File: src/rtl/pwm_match_timer.sv
`timescale 1ns/1ps
module pwm_match_timer #(
  parameter int CNT_W = 16,
  parameter int PRE_W = 8
) (
  input  logic                   clk,
  input  logic                   rst_n,
  input  logic                   wr_en,
  input  logic [2:0]             wr_addr,
  input  logic [CNT_W+PRE_W-1:0] wr_data,
  output logic [CNT_W+PRE_W-1:0] cnt_o,
  output logic                   pwm_o,
  output logic                   tmo_o,
  output logic                   irq_o,
  output logic                   dma_trig_o,
  output logic                   adc_trig_o
);
  localparam int TOT_W = CNT_W + PRE_W;
  localparam int CTL_W = 11;
  localparam logic [2:0] A_CTL = 3'd0, A_LOAD = 3'd1, A_MAT = 3'd2, A_PRE = 3'd3, A_CLR = 3'd4;

  logic [CTL_W-1:0] ctl;
  logic [TOT_W-1:0] load_r, cnt;
  logic [CNT_W-1:0] mat_sh, mat_act;
  logic [PRE_W-1:0] pre_sh, pre_act;
  logic             en_q, pwm_r, pwm_nxt, tmo_r, dma_r, adc_r;
  logic [1:0]       sts;

  wire en      = ctl[0];
  wire stall   = ctl[1];
  wire pwm_md  = ctl[2];
  wire defer   = ctl[3];
  wire rld_hi  = ctl[4];
  wire to_off  = ctl[5];
  wire pwm_ie  = ctl[6];
  wire [1:0] esel = ctl[8:7];
  wire dma_en  = ctl[9];
  wire adc_en  = ctl[10];

  wire wr_ctl  = wr_en && (wr_addr == A_CTL);
  wire wr_load = wr_en && (wr_addr == A_LOAD);
  wire wr_mat  = wr_en && (wr_addr == A_MAT);
  wire wr_pre  = wr_en && (wr_addr == A_PRE);
  wire [1:0] clr = (wr_en && (wr_addr == A_CLR)) ? wr_data[1:0] : 2'b00;

  wire run    = en && !stall;
  wire wrap   = run && (cnt == '0);
  wire hit    = run && (cnt != '0) && (cnt == {pre_act, mat_act});
  wire commit = !defer || wrap || (en && !en_q);

  always_comb begin
    if (!pwm_md)   pwm_nxt = 1'b0;
    else if (wrap) pwm_nxt = rld_hi;
    else if (hit)  pwm_nxt = ~pwm_r;
    else           pwm_nxt = pwm_r;
  end

  wire rise     = pwm_nxt & ~pwm_r;
  wire fall     = ~pwm_nxt & pwm_r;
  wire edge_hit = pwm_md && pwm_ie && (esel[1] ? (rise | fall) : (esel[0] ? fall : rise));

  always_ff @(posedge clk or negedge rst_n) begin
    if (!rst_n) begin
      ctl     <= '0;
      load_r  <= '0;
      mat_sh  <= '0;
      pre_sh  <= '0;
      mat_act <= '0;
      pre_act <= '0;
      cnt     <= '0;
      en_q    <= 1'b0;
      pwm_r   <= 1'b0;
      tmo_r   <= 1'b0;
      dma_r   <= 1'b0;
      adc_r   <= 1'b0;
      sts     <= 2'b00;
    end else begin
      if (wr_ctl)  ctl    <= wr_data[CTL_W-1:0];
      if (wr_load) load_r <= wr_data;
      if (wr_mat)  mat_sh <= wr_data[CNT_W-1:0];
      if (wr_pre)  pre_sh <= wr_data[PRE_W-1:0];
      if (!en)      cnt <= load_r;
      else if (run) cnt <= wrap ? load_r : cnt - 1'b1;
      en_q <= en;
      if (commit) begin
        mat_act <= mat_sh;
        pre_act <= pre_sh;
      end
      pwm_r  <= pwm_nxt;
      tmo_r  <= wrap;
      dma_r  <= wrap && dma_en;
      adc_r  <= wrap && adc_en;
      sts[0] <= wrap | (sts[0] & ~clr[0]);
      sts[1] <= edge_hit | (sts[1] & ~clr[1]);
    end
  end

  assign cnt_o      = cnt;
  assign pwm_o      = pwm_r;
  assign tmo_o      = tmo_r;
  assign dma_trig_o = dma_r;
  assign adc_trig_o = adc_r;
  assign irq_o      = (sts[0] & ~to_off) | sts[1];

  a_r2_count_down: assert property (@(posedge clk) disable iff (!rst_n)
    (run && cnt != '0) |=> (cnt_o == $past(cnt_o) - 1'b1));
  a_r3_reload_value: assert property (@(posedge clk) disable iff (!rst_n)
    tmo_o |-> (cnt_o == $past(load_r)));
  a_r3_single_pulse: assert property (@(posedge clk) disable iff (!rst_n)
    (tmo_o && load_r != '0 && !wr_load) |=> !tmo_o);
  a_r4_stall_hold: assert property (@(posedge clk) disable iff (!rst_n)
    (en && stall) |=> $stable(cnt_o));
  a_r10_sticky: assert property (@(posedge clk) disable iff (!rst_n)
    (sts[0] && !clr[0]) |=> sts[0]);
  a_r11_dma_gate: assert property (@(posedge clk) disable iff (!rst_n)
    dma_trig_o |-> ($past(dma_en) && tmo_o));
  a_r13_pwm_off: assert property (@(posedge clk) disable iff (!rst_n)
    !pwm_md |=> !pwm_o);
endmodule

File: config.mk
export PLATFORM = sky130hd
export DESIGN_NAME = pwm_match_timer
export DESIGN_NICKNAME = d
export VERILOG_FILES = /design/src/rtl/pwm_match_timer.sv
export SDC_FILE = /design/constraint.sdc
export NUM_CORES = 1
export LEC_CHECK = 0
export BUFFER_PORTS_ARGS = -buffer_cell sky130_fd_sc_hd__buf_2
export CAP_MARGIN = 10
export CORE_AREA = 2 2 128 130
export DETAILED_ROUTE_END_ITERATION = 10
export DIE_AREA = 0 0 130 132
export GPL_TIMING_DRIVEN = 0
export PLACE_DENSITY = 0.64
export SLEW_MARGIN = 0
export SYNTH_ARGS = -nofsm -noshare
export SYNTH_HDL_FRONTEND = slang
export SYNTH_SLANG_ARGS = --single-unit
File: constraint.sdc
create_clock -name clk -period 3.4 [get_ports clk]
set_input_delay 0.51 -clock clk [delete_from_list [all_inputs] [get_ports clk]]
set_output_delay 0.51 -clock clk [all_outputs]
set_load 0.005 [all_outputs]
# After elaboration in Yosys (flattened, before gate mapping)
# Cells that the tools add are included.
[totals]
register_bits = 114
in_bits = 30
wordCells = 65
[op_classes]
eq_ne = 6
bitwise_logic = 14
reduce_logical = 22
muxes = 9
add_sub_neg = 1
[op_table]
columns = ["cell", "count"]
rows = [
  ["two-way mux 24 bit", 3],
  ["== test 24 bit", 1],
  ["zero test 24 bit", 1],
  ["nonzero test 24 bit", 1],
  ["subtractor 24 x 1 -> 24 bit (second input constant)", 1],
  ["logical AND 1 bit", 14],
  ["== test 3 x 2 -> 1 bit (second input constant)", 2],
  ["bitwise AND 1 bit", 5],
  ["two-way mux 1 bit", 5],
  ["NOT 1 bit", 5],
  ["bitwise OR 1 bit", 4],
  ["== test 3 x 1 -> 1 bit (second input constant)", 1],
  ["== test 3 bit (second input constant)", 1],
  ["zero test 1 bit", 3],
  ["zero test 3 bit", 1],
  ["logical OR 1 bit", 2],
  ["two-way mux 2 bit", 1],
  ["inequality test 2 x 1 -> 1 bit (second input constant)", 1],
]

# Depth between registers and ports, before layout
[depth]
ltp_word = 13
depth_mapped = 12
depth_no_buf = 11

# Least setup slack after synthesis
# OpenSTA, ideal clock, no wires.
[synth_timing]
path_kind = "register -> register"
from = "reg cnt[8] (netlist: cnt_o[8])"
to = "reg sts[1]"
stages_incl_launch_ff = 11
setup_ns = 0.122
synth_period_minus_slack_ns = 2.794
slack_ns = 0.606
t_arrival_ns = 2.673
required_ns = 3.278
cell_sequence = "dfrtp_1 > clkbuf_1 > xor2_1 > nor4_1 > nand4_1 > or4b_2 > and3_1 > ha_1 > a211oi_1 > a21oi_1 > a32o_1"
[synth_between]
elab_chain_len = 12
[synth_rtl]
columns = ["item", "line", "source"]
rows = [
  ["from (decl)", "23", "logic [TOT_W-1:0] load_r, cnt;"],
  ["from (signal assigned)", "82", "if (!en) cnt <= load_r;"],
  ["from (signal assigned)", "83", "else if (run) cnt <= wrap ? load_r : cnt - 1'b1;"],
  ["nonzero test 24 bit", "48", "wire hit = run && (cnt != '0) && (cnt == {pre_act, mat_act});"],
  ["logical AND 1 bit (2 in series)", "48", ""],
  ["two-way mux 1 bit", "54", "else if (hit) pwm_nxt = ~pwm_r;"],
  ["two-way mux 1 bit (*)", "53", "else if (wrap) pwm_nxt = rld_hi;"],
  ["two-way mux 1 bit (*)", "52", "if (!pwm_md) pwm_nxt = 1'b0;"],
  ["NOT 1 bit", "59", "wire fall = ~pwm_nxt & pwm_r;"],
  ["bitwise AND 1 bit", "59", ""],
  ["two-way mux 1 bit / bitwise OR 1 bit (equally long branches)", "60", "wire edge_hit = pwm_md && pwm_ie && (esel[1] ? (rise | fall) : (esel[0] ? fall : rise));"],
  ["two-way mux 1 bit (*)", "60", ""],
  ["logical AND 1 bit (*)", "60", ""],
  ["bitwise OR 1 bit (*)", "94", "sts[1] <= edge_hit | (sts[1] & ~clr[1]);"],
  ["to (signal assigned)", "94", ""],
  ["to (decl)", "27", "logic [1:0] sts;"],
]
# Mark *: on every way between the ends. The rest lies on a longest branch, timed or not.
# A chain may end at the register's enable or synchronous reset.

# Worst setup path after layout
[layout_timing]
from = "reg cnt[0] (netlist: cnt_o[0])"
to = "reg mat_act[6]"
[layout_between]
elab_chain_len = 4
[layout_rtl]
columns = ["item", "line", "source"]
rows = [
  ["zero test 24 bit", "47", "wire wrap = run && (cnt == '0);"],
  ["logical AND 1 bit", "47", ""],
  ["logical OR 1 bit (2 in series)", "49", "wire commit = !defer || wrap || (en && !en_q);"],
  ["to (signal assigned)", "86", "mat_act <= mat_sh;"],
  ["to (decl)", "24", "logic [CNT_W-1:0] mat_sh, mat_act;"],
]
# No other way between the ends.

==> qor.yml <==
outcome:
  status: "finished clean"
final_layout:
  final_nets: 570
  antenna_cells: 0
  fin_area_um2: 6560
  drive_gt1_frac: 0.302
  multiInputGateArea_um2: 2400
  fillers: 1518
  area_delta_synth_final_pct: 21.0
  register_area_um2: 2850
  final_cells: 765
floorplan:
  start_util: 0.345
  io_pins: 59
  rows: 46
  die_h_um: 132
  core_area_um2: 15700
  dieWidth_um: 130
  die-area_um2: 17200
clock_network:
  cts.sinks: 114
  cts.repair.resized: 0
  cts_setup_buffers: 0
  root_buffer: "clkbuf_16"
  cts_tree: "yes"
  cts_hold_buffers: 0
  worstSkewPairLatency_ns: 0.42
  cts_buffers: 17
  clk_pin_slew_ns: 0.05
  h-tree-depth: 4
  clock_path_buffers: 2
min_path:
  hp-class: "primary input to asynchronous set/reset pin"
detailed_routing:
  drt_iter0_markers: 407
  wl_um: 14400
  remaining_drc_errors: 0
  postRouteAntennaNets: 0
  routed_via_density: 5.22
  dr_total_vias: 3990
  route.detailed.wl_per_inst_um: 18.8
  dr.pass1.iters: 5
timing:
  final.setup_skew_ns: 0.00892
  finalSetupViolCount: 0
  slew_violations: 0
  slew_headroom: 0.506
  min_period_ns: 3.25
  finalCritPeriodShare: 0.957
  rsz0062_at_grt: "no"
  finalHoldViolCount: 0
  setup_tns_ns: 0
  max_slew.worst_pin.slew_ns: 0.741
  max_freq_mhz: 307
global_route:
  grt_pass1_vias: 4054
  grt_pass1_wl_um: 23000
  grt_max_degree: 60
  antenna_found_initial: 0
  grt_usage: 0.178
  grt-ovfl-total: 0
critical_path:
  path_class: "flip-flop to flip-flop"
  r2r-start: "cnt_o[0]"
  cp-end-kind: "flip-flop"
  worstPathArrival_ns: 3.55
  critPathLaunch: "cnt_o[0]"
  crit_fanout: 10
  cp.required_ns: 3.70
  r2r_setup_slack_ns: 0.15
  critPathLaunchType: "flip-flop"
place:
  detailed_place_hpwl_um: 10500
  placed_area_um2: 6010
  dpl.cell_count: 733
  place.gp.congestion: 0.892
  io_buffer_count: 58
logic_synthesis:
  yosysSeqAreaShare: 0.526
  ys_warn_count: 0
  synthArstFlopShare: 1.00
  syn_area_um2: 5420
  avgSynthCellArea_um2: 11.8
  synth_nets: 492
  ys_ff_latch: 114
  synth_cell_types: 54
  synth_cells: 458
  synth-edff-count: 0
  synth_flop_cell: "dfrtp_1"
pwr:
  pwr_density_cell_nw_per_um2: 805
  leakagePower_nw: 2.86
  ir_worst_vdd_uv: 396
run:
  cap_violations: 0
-- worst max-delay path: stages, from the launching register on --
cell	delay [ns]
dfrtp_1	0.39
clkbuf_1	0.23
inv_1	0.13
ha_1	0.18
nor4b_1	0.56
nor4b_1	0.56
a21boi_1	0.22
o21ai_4	0.29
buf_6	0.22
mux2_1	0.34
-- path summary, 6_finish.rpt --
path                              endpoint  depth (start not counted)
worst max register to register  mat_act[6]                          9
worst max-delay path            mat_act[6]                          9
min in group clk                load_r[23]                          2
worst min-delay path            load_r[19]                          1
worst min register to register  dma_trig_o                          1
max in group asynchronous        pre_sh[5]                          2
-- state kept, by name, indices dropped and copies added, names as in the netlist, 2 cells and up --
signal	flops
sts	2
cnt_o	24
mat_sh	16
pre_sh	8
ctl	11
load_r	24
pre_act	8
mat_act	16
-- report_power, final --
group | total [W] | internal, W | switching, W
Clock | 0.00164 | 0.00103 | 0.000604
Combinational | 0.00142 | 0.000672 | 0.000749
Sequential | 0.00223 | 0.00177 | 0.000458
-- synth_stat cells (4+ instances only) --
| cell | count | share of area |
|---|---|---|
| dfrtp_1 | 114 | 0.53 |
| mux2_2 | 62 | 0.13 |
| nand2_1 | 37 | 0.026 |
| xor2_1 | 25 | 0.040 |
| nand3_1 | 22 | 0.020 |
| mux2_1 | 20 | 0.042 |
| clkbuf_1 | 16 | 0.011 |
| nor2_1 | 15 | 0.010 |
| inv_1 | 14 | 0.0097 |
| o21ai_0 | 14 | 0.013 |
| nor4_1 | 12 | 0.014 |
| a21oi_1 | 8 | 0.0074 |
| mux2i_1 | 8 | 0.015 |
| a22oi_1 | 7 | 0.0097 |
| nor3_1 | 7 | 0.0065 |
| nand4_1 | 6 | 0.0069 |
| buf_2 | 5 | 0.0046 |
| and2_1 | 4 | 0.0046 |
| ha_1 | 4 | 0.0092 |
-- through the flow --
stage	setup slack, ns	util	power (W)	hold WS (ns)
global route	0.00608	0.418	0.00560	0.200
detailed placement	0.263	0.383	0.00367	0.466
global placement	0.287	0.381	0.00360	0.459
floorplan	0.606	-	0.00304	0.214
CTS	0.234	0.418	0.00533	0.171
finish	0.147	0.418	0.00528	0.150
-- routing by layer --
metal / global-route usage / vias up / routed length, um
met2: 0.270 / 131 / 6720
met1: 0.246 / 2005 / 6620
met5: 0 / - / 0
met4: 0.0585 / 0 / 219
li1: - / 1839 / -
met3: 0.0487 / 15 / 809
-- placed cells by master, fill, tap and decap left out, types with 3 or more instances in the layout --
cell,synthesis,layout
xor2_1,25,25
a311o_1,3,3
nand2_1,37,37
and2_1,4,4
ha_1,4,4
a22oi_1,7,7
a21oi_1,8,8
dfrtp_1,114,114
nand4_1,6,6
clkinv_2,0,6
clkbuf_16,0,17
nor4_1,12,12
inv_1,14,14
or4_1,3,3
mux2i_1,8,8
nand3b_1,3,3
nand3_1,22,22
or3_1,3,3
nor2_1,15,15
a31oi_1,3,3
clkbuf_1,16,19
buf_2,5,62
nor3_1,7,7
mux2_1,20,20
mux2_2,62,62
o21ai_0,14,14
-- cells by family after synthesis --
group | share of synthesized area
and+or+nand+nor | 0.133
xor gates and xnor gates | 0.0404
DFF | 0.526
AOI/OAI and AO/OA | 0.0754
adders and majority gates | 0.00923
muxes | 0.185
buffers and inverters | 0.0309
-- layout make-up --
cell class / count / share of cell area
flip-flops and latches: 114 / 0.435
multi-input cells: 306 / 0.366
clock buffers: 22 / 0.0707
repair buffers: 59 / 0.0488
well taps: 216 / 0.0412
plain buffers: 24 / 0.0175
clock inverters: 10 / 0.0130
inverters: 14 / 0.00801
Power figures use the tool's default switching activity.
